$ cat src/rtl/sregt_pkg.sv
package sregt_pkg;

    localparam int BYTE_W    = 8;
    localparam int BIT_CNT_W = $clog2(BYTE_W + 1);

    typedef logic [BYTE_W-1:0] byte_t;

    typedef enum logic [2:0] {
        ST_IDLE,
        ST_ADDR,
        ST_PTR,
        ST_WDATA,
        ST_ACK,
        ST_RDATA,
        ST_RACK,
        ST_IGNORE
    } tgt_state_e;

endpackage

$ cat src/rtl/sregt_line_filter.sv
module sregt_line_filter #(
    parameter int SYNC_STAGES = 2,
    parameter int FILT_LEN    = 2
) (
    input  logic clk,
    input  logic rst_n,
    input  logic din,
    output logic dout
);

    logic [SYNC_STAGES-1:0] sync_q;
    logic [FILT_LEN-1:0]    hist_q;

    // Bus idles high, so every stage resets to 1.
    always_ff @(posedge clk or negedge rst_n) begin
        if (!rst_n) begin
            sync_q <= '1;
            hist_q <= '1;
            dout   <= 1'b1;
        end else begin
            sync_q <= {sync_q[SYNC_STAGES-2:0], din};
            hist_q <= {hist_q[FILT_LEN-2:0], sync_q[SYNC_STAGES-1]};
            if (&hist_q) begin
                dout <= 1'b1;
            end else if (~|hist_q) begin
                dout <= 1'b0;
            end
        end
    end

endmodule

$ cat src/rtl/sregt_cond_detect.sv
module sregt_cond_detect (
    input  logic clk,
    input  logic rst_n,
    input  logic scl_f,
    input  logic sda_f,
    output logic scl_rise,
    output logic scl_fall,
    output logic start_c,
    output logic stop_c
);

    logic scl_q;
    logic sda_q;

    always_ff @(posedge clk or negedge rst_n) begin
        if (!rst_n) begin
            scl_q <= 1'b1;
            sda_q <= 1'b1;
        end else begin
            scl_q <= scl_f;
            sda_q <= sda_f;
        end
    end

    assign scl_rise = scl_f & ~scl_q;
    assign scl_fall = ~scl_f & scl_q;
    // Conditions are SDA edges while SCL stays high on both samples.
    assign start_c  = scl_f & scl_q & sda_q & ~sda_f;
    assign stop_c   = scl_f & scl_q & ~sda_q & sda_f;

endmodule

$ cat src/rtl/serial_reg_target.sv
module serial_reg_target
    import sregt_pkg::*;
#(
    parameter int         PAGE_BITS   = 2,
    parameter logic [5:0] DEV_HI      = 6'b111010,
    parameter int         SYNC_STAGES = 2,
    parameter int         FILT_LEN    = 2
) (
    input  logic        clk,
    input  logic        rst_n,
    input  logic        scl_in,
    input  logic        sda_in,
    output logic        sda_oe,
    input  logic        strap,
    input  logic        busy,
    output logic        wr_stb,
    output logic [7:0]  wr_addr,
    output logic [7:0]  wr_data,
    output logic        rd_req,
    output logic [7:0]  rd_addr,
    input  logic [7:0]  rd_data,
    output logic        stop_pulse
);

    localparam int N_LINES = 2;
    localparam logic [BIT_CNT_W-1:0] FULL_CNT = BIT_CNT_W'(BYTE_W);

    // ---------------- line conditioning ----------------
    logic [N_LINES-1:0] raw_lines;
    logic [N_LINES-1:0] filt_lines;
    logic               scl_f;
    logic               sda_f;

    assign raw_lines = {sda_in, scl_in};

    for (genvar g = 0; g < N_LINES; g++) begin : g_line
        sregt_line_filter #(
            .SYNC_STAGES(SYNC_STAGES),
            .FILT_LEN   (FILT_LEN)
        ) u_filt (
            .clk  (clk),
            .rst_n(rst_n),
            .din  (raw_lines[g]),
            .dout (filt_lines[g])
        );
    end

    assign scl_f = filt_lines[0];
    assign sda_f = filt_lines[1];

    logic scl_rise;
    logic scl_fall;
    logic start_c;
    logic stop_c;

    sregt_cond_detect u_cond (
        .clk     (clk),
        .rst_n   (rst_n),
        .scl_f   (scl_f),
        .sda_f   (sda_f),
        .scl_rise(scl_rise),
        .scl_fall(scl_fall),
        .start_c (start_c),
        .stop_c  (stop_c)
    );

    // ---------------- control state ----------------
    tgt_state_e             state;
    tgt_state_e             state_nx;
    tgt_state_e             ack_next;
    logic [BIT_CNT_W-1:0]   cnt;
    byte_t                  shreg;
    byte_t                  tx_q;
    byte_t                  ptr;
    logic                   rd_pend;
    logic                   mack_q;
    logic                   byte_full;
    logic                   addr_hit;
    logic [PAGE_BITS-1:0]   page_lo_nx;
    byte_t                  page_next;

    assign byte_full  = (cnt == FULL_CNT);
    assign addr_hit   = (shreg[BYTE_W-1:1] == {DEV_HI, strap}) && !busy;
    assign page_lo_nx = ptr[PAGE_BITS-1:0] + PAGE_BITS'(1);
    assign page_next  = {ptr[BYTE_W-1:PAGE_BITS], page_lo_nx};

    // State register
    always_ff @(posedge clk or negedge rst_n) begin
        if (!rst_n) begin
            state <= ST_IDLE;
        end else begin
            state <= state_nx;
        end
    end

    // Next-state decision
    always_comb begin
        state_nx = state;
        if (stop_c) begin
            state_nx = ST_IDLE;
        end else if (start_c) begin
            state_nx = ST_ADDR;
        end else begin
            unique case (state)
                ST_IDLE, ST_IGNORE: state_nx = state;
                ST_ADDR: begin
                    if (scl_fall && byte_full) begin
                        state_nx = addr_hit ? ST_ACK : ST_IGNORE;
                    end
                end
                ST_PTR, ST_WDATA: begin
                    if (scl_fall && byte_full) begin
                        state_nx = ST_ACK;
                    end
                end
                ST_ACK: begin
                    if (scl_fall) begin
                        state_nx = ack_next;
                    end
                end
                ST_RDATA: begin
                    if (scl_fall && byte_full) begin
                        state_nx = ST_RACK;
                    end
                end
                ST_RACK: begin
                    if (scl_fall) begin
                        state_nx = mack_q ? ST_RDATA : ST_IGNORE;
                    end
                end
            endcase
        end
    end

    // Datapath, pointer and back-end strobes
    always_ff @(posedge clk or negedge rst_n) begin
        if (!rst_n) begin
            ack_next   <= ST_IDLE;
            cnt        <= '0;
            shreg      <= '0;
            tx_q       <= '0;
            ptr        <= '0;
            rd_pend    <= 1'b0;
            mack_q     <= 1'b0;
            wr_stb     <= 1'b0;
            wr_addr    <= '0;
            wr_data    <= '0;
            rd_req     <= 1'b0;
            rd_addr    <= '0;
            stop_pulse <= 1'b0;
        end else begin
            wr_stb     <= 1'b0;
            rd_req     <= 1'b0;
            rd_pend    <= rd_req;
            stop_pulse <= stop_c;
            if (rd_pend) begin
                tx_q <= rd_data;
            end
            if (start_c || stop_c) begin
                cnt <= '0;
            end else begin
                case (state)
                    ST_ADDR, ST_PTR, ST_WDATA: begin
                        if (scl_rise && !byte_full) begin
                            shreg <= {shreg[BYTE_W-2:0], sda_f};
                            cnt   <= cnt + BIT_CNT_W'(1);
                        end else if (scl_fall && byte_full) begin
                            cnt <= '0;
                            if (state == ST_ADDR) begin
                                if (addr_hit) begin
                                    if (shreg[0]) begin
                                        rd_req   <= 1'b1;
                                        rd_addr  <= ptr;
                                        ack_next <= ST_RDATA;
                                    end else begin
                                        ack_next <= ST_PTR;
                                    end
                                end
                            end else if (state == ST_PTR) begin
                                ptr      <= shreg;
                                ack_next <= ST_WDATA;
                            end else begin
                                wr_stb   <= 1'b1;
                                wr_addr  <= ptr;
                                wr_data  <= shreg;
                                ptr      <= page_next;
                                ack_next <= ST_WDATA;
                            end
                        end
                    end
                    ST_RDATA: begin
                        if (scl_rise) begin
                            cnt <= cnt + BIT_CNT_W'(1);
                        end else if (scl_fall) begin
                            if (byte_full) begin
                                cnt <= '0;
                                ptr <= ptr + BYTE_W'(1);
                            end else begin
                                tx_q <= {tx_q[BYTE_W-2:0], 1'b0};
                            end
                        end
                    end
                    ST_RACK: begin
                        if (scl_rise) begin
                            mack_q <= ~sda_f;
                            if (!sda_f) begin
                                rd_req  <= 1'b1;
                                rd_addr <= ptr;
                            end
                        end
                    end
                    default: begin
                    end
                endcase
            end
        end
    end

    // Bus output
    always_comb begin
        unique case (state)
            ST_ACK:   sda_oe = 1'b1;
            ST_RDATA: sda_oe = ~tx_q[BYTE_W-1];
            default:  sda_oe = 1'b0;
        endcase
    end

endmodule

$ cat config.mk
export PLATFORM = sky130hd
export DESIGN_NAME = serial_reg_target
export DESIGN_NICKNAME = d
export VERILOG_FILES = /design/src/rtl/sregt_pkg.sv /design/src/rtl/sregt_line_filter.sv /design/src/rtl/sregt_cond_detect.sv /design/src/rtl/serial_reg_target.sv
export SDC_FILE = /design/constraint.sdc
export NUM_CORES = 1
export LEC_CHECK = 0
export BUFFER_PORTS_ARGS = -buffer_cell sky130_fd_sc_hd__buf_2
export CAP_MARGIN = 20
export CORE_MARGIN = 2
export CORE_UTILIZATION = 30
export DETAILED_ROUTE_END_ITERATION = 7
export REMOVE_ABC_BUFFERS = 1
export SYNTH_ARGS = -nofsm -noshare
export SYNTH_HDL_FRONTEND = slang
export SYNTH_SLANG_ARGS = --single-unit
export TNS_END_PERCENT = 50
$ cat constraint.sdc
create_clock -name clk -period 2.3 [get_ports clk]
set_clock_uncertainty 0.2 [all_clocks]
set_input_delay 0.115 -clock clk [delete_from_list [all_inputs] [get_ports clk]]
set_output_delay 0.115 -clock clk [all_outputs]
set_load 0.03 [all_outputs]
==> implementation parameters <==
Parameter                              Value

Outcome
  Outcome    finished clean

Clocking
  Source-to-sink clock delay at the later pin of the worst-skew pair    0.36 ns
  Max Root-Sink Buffers    2
  Htree depth    3
  Master cell of the clock root buffer    sky130_fd_sc_hd__clkbuf_8
  Num CTS Buffers    9
  Number of clock sinks    75
  TritonCTS clock tree    done
  CTS clock-pin slew for the worst setup and hold paths    0.08 ns

Logic synthesis
  Post-synthesis instance total    279
  Post-synthesis sequential element count    75
  Number of flops mapped to enable cells by yosys    0
  Number of different library cells in the post-synthesis netlist    53
  Synthesized area    around 0.0034 mm^2
  Share of the synthesized area in compound gates (AO/OA/AOI/OAI)    11.2%
  Register area share after synthesis    56.2%
  Top post-synthesis cells by count    sky130_fd_sc_hd__dfrtp_1 (63), sky130_fd_sc_hd__mux2_2 (35), sky130_fd_sc_hd__o21ai_0 (28)
  Area leader, netlist    sky130_fd_sc_hd__dfrtp_1
  Post-synthesis share of cell area spent on and, or, nand and nor gates    roughly an eighth
  Proportion of register bits with asynchronous set or reset after synthesis    100%
  Mux contribution to synthesized area    14.4%
  Syn. warnings    0
  Combinational family with the most area after synthesis    multiplexers
  Most used DFF post-synth    sky130_fd_sc_hd__dfrtp_1
  Most repeated cell in the gate-level netlist after synthesis    sky130_fd_sc_hd__dfrtp_1
  Post-Synthesis Mean Instance Area    around 12 um^2
  XOR/XNOR share of the synthesized area    0.520%
  Fraction of the mapped netlist area in adder cells    under 10%
  Area share of the largest cell type after synthesis    46.8%
  Largest cells by area after synthesis    sky130_fd_sc_hd__dfrtp_1 (47%), sky130_fd_sc_hd__mux2_2 (12%), sky130_fd_sc_hd__dfstp_2 (9.4%)

Final layout
  Antenna diode count    0
  Number of nets in the final layout    380
  Fin util    39.2%
  Fraction of layout instances using a drive strength above 1    40.8%
  Post-route insts no fill    just over 500
  Area Overhead vs Synth    26.8%
  Final Cell Area    about 0.0043 mm^2
  Area of combinational cells with multiple inputs    0.00146 mm^2
  Number of filler instances in the final layout    between 1000 and 1500
  Storage cell area    0.00189 mm^2

Placement
  Placer congestion estimate    0.856
  Post-Place Worst Slack    -0.0354 ns
  Number of buffer cells added on primary ports    41
  Post-place instance area    0.00385 mm^2
  Half-perimeter wire length after detailed placement    4880 um
  Placed Instances    469

Critical path
  Arrival time at the worst endpoint    2.34 ns
  Critical R2R Launch    u_cond.scl_q
  Launch point of the critical path    u_cond.scl_q
  Element type at the critical path end    flop
  Setup Crit Path Kind    flop to flop
  Register-to-register setup slack    0.007 ns
  Sort of element at the start of the critical path    flop
  Largest fanout of any net on the critical path    4
  Required arrival time at the worst endpoint    around 2.3 ns

Floorplanning
  Effective utilization at floorplan    30.9%
  Core area    around 0.011 mm^2
  # IOs    42
  Die area    0.0121 mm^2
  Number of placement rows    38
  Y dimension of the die    110 um
  Die Span X    110 um

Power and ir drop
  Leakage power    0.00196 uW
  Sw Share    29.8%
  Worst IR Drop VDD    0.462 mV
  Proportion of power drawn by the clock network    a little under a third
  Cell area power density    723 mW/mm^2
  Comb power frac    19.2%
  Sw power    slightly above 900 uW
  Pint    2170 uW
  Sequential group share of total power    roughly 50%

Timing
  Maximum clock rate    0.436 GHz
  Worst Setup Slack, final    0.00670 ns
  Unrepaired setup endpoints after global routing    yes
  Worst rel slew slack    just over 60%
  Number of pins with negative max-slew slack in the final report    0
  Worst Tran Pin Value    0.564 ns
  Final worst path period share    99.7%
  Min Clock Period, post-route    2.29 ns
  Worst hold slack    approximately 0.099 ns
  Setup violators final    0
  Hold violation count in the final report    0

Routing
  Via count normalized by instance count    4.85
  Per-cell routed wire length    between 10 and 15 um
  Iteration-0 DRC count of the detailed router    152
  Number of vias in the routed layout    2442
  First-pass iteration count of the detailed router    4
  Post-route antenna net violation count    0
  DRC violations left    0
  Final Routed Wirelength    roughly 7400 um

Global routing
  Number of global-route vias before repair    2363
  First-pass GRT wire length    11800 um
  Total routing usage reported by global routing    12.8%
  Overall overflow remaining after global route    0
  Number of antenna violations at the first check in global routing    0
  Maximum number of pins on one net before global-route repair    44

Run
  Count of max-cap constraint violations    0

Hold path
  Min-Delay Path Class    input pin to async pin
## final cells by class
class	count	area share, %
sequential	75	44.3
multi-input combinational	187	34.2
timing repair buffer	78	12.4
tap	140	4.10
clock buffer	11	3.54
clock inverter	5	0.820
inverter	7	0.615
## placed cells by master (no fill, tap or decap), types with 3 or more instances in the layout
master / count
sky130_fd_sc_hd__nor3b_1: 3
sky130_fd_sc_hd__inv_1: 6
sky130_fd_sc_hd__nor2_1: 16
sky130_fd_sc_hd__clkbuf_8: 11
sky130_fd_sc_hd__mux2_2: 35
sky130_fd_sc_hd__a31oi_1: 3
sky130_fd_sc_hd__buf_4: 25
sky130_fd_sc_hd__buf_2: 40
sky130_fd_sc_hd__dfrtp_1: 63
sky130_fd_sc_hd__nand2b_1: 3
sky130_fd_sc_hd__mux2i_1: 9
sky130_fd_sc_hd__and3_1: 5
sky130_fd_sc_hd__nand2_1: 14
sky130_fd_sc_hd__o21ai_0: 28
sky130_fd_sc_hd__a21oi_1: 9
sky130_fd_sc_hd__nor2b_1: 3
sky130_fd_sc_hd__ha_1: 6
sky130_fd_sc_hd__dlygate4sd3_1: 11
sky130_fd_sc_hd__nand3_1: 10
sky130_fd_sc_hd__dfstp_2: 12
## power by group through the flow
stage / clock [uW] / combinational, uW / sequential, uW
after floorplan: 0 / 268 / 1570
after global placement: 0 / 505 / 1560
after detailed placement: 0 / 517 / 1560
after CTS: 995 / 542 / 1530
after global routing: 1040 / 655 / 1560
final: 954 / 593 / 1540
## sequential cells by signal (all words and copies together) (netlist names), 2 cells and up
name                  cells
ack_next                  3
cnt                       4
g_line.u_filt.dout        2
g_line.u_filt.hist_q      4
g_line.u_filt.sync_q      4
ptr                       8
rd_addr                   8
shreg                     8
state                     3
tx_q                      8
wr_addr                   8
wr_data                   8
## final timing paths
check	cells past startpoint	end
max	7	rd_addr[3]
min	2	wr_addr[7]
max reg2reg	7	rd_addr[3]
min reg2reg	0	g_line[1].u_filt.hist_q[0]
max in group asynchronous	3	u_cond.scl_q
min in group clk	0	g_line[1].u_filt.hist_q[0]
## metrics by stage
stage | TNS, ns | total power, uW
6_report | 0 | 3090
5_1_grt | -0.374 | 3260
4_1_cts | 0 | 3070
3_5_place_dp | -0.221 | 2070
3_3_place_gp | -0.0483 | 2060
2_1_floorplan | -3.08 | 1830
## routing by layer
| metal | up-vias | global-route usage [%] | wire, um |
|---|---|---|---|
| met3 | 11 | 4.21 | 343 |
| met2 | 50 | 19.5 | 3420 |
| met1 | 1200 | 16.8 | 3500 |
| met4 | 0 | 4.79 | 114 |
| met5 | - | 0 | 0 |
| li1 | 1181 | - | - |
## cells by family after synthesis
family	count (synthesis)
flip-flops	75
multiplexers	44
AND/OR/NAND/NOR	73
AO/OA/AOI/OAI	60
XOR/XNOR	2
adder cells (fa/ha/maj)	8
buffers and inverters	17
## critical path, cell delays in order, from the launching register on
cell and delay [ns]:
sky130_fd_sc_hd__dfstp_2 0.56, sky130_fd_sc_hd__ha_4 0.14, sky130_fd_sc_hd__and4b_2 0.29, sky130_fd_sc_hd__nand2_2 0.10
sky130_fd_sc_hd__nor4_4 0.37, sky130_fd_sc_hd__o21ai_4 0.10, sky130_fd_sc_hd__buf_4 0.17, sky130_fd_sc_hd__mux2_2 0.27
## repair_timing
item | in CTS | in global routing
hold buffers | 11 | 0
hold endpoints to repair | 84 | 0
buffers inserted | 0 | 7
endpoints found under the setup margin | 8 | 24
resized for setup | 3 | 13
pin swaps | 0 | 3
No activity file was read; power rests on OpenSTA's default activity.
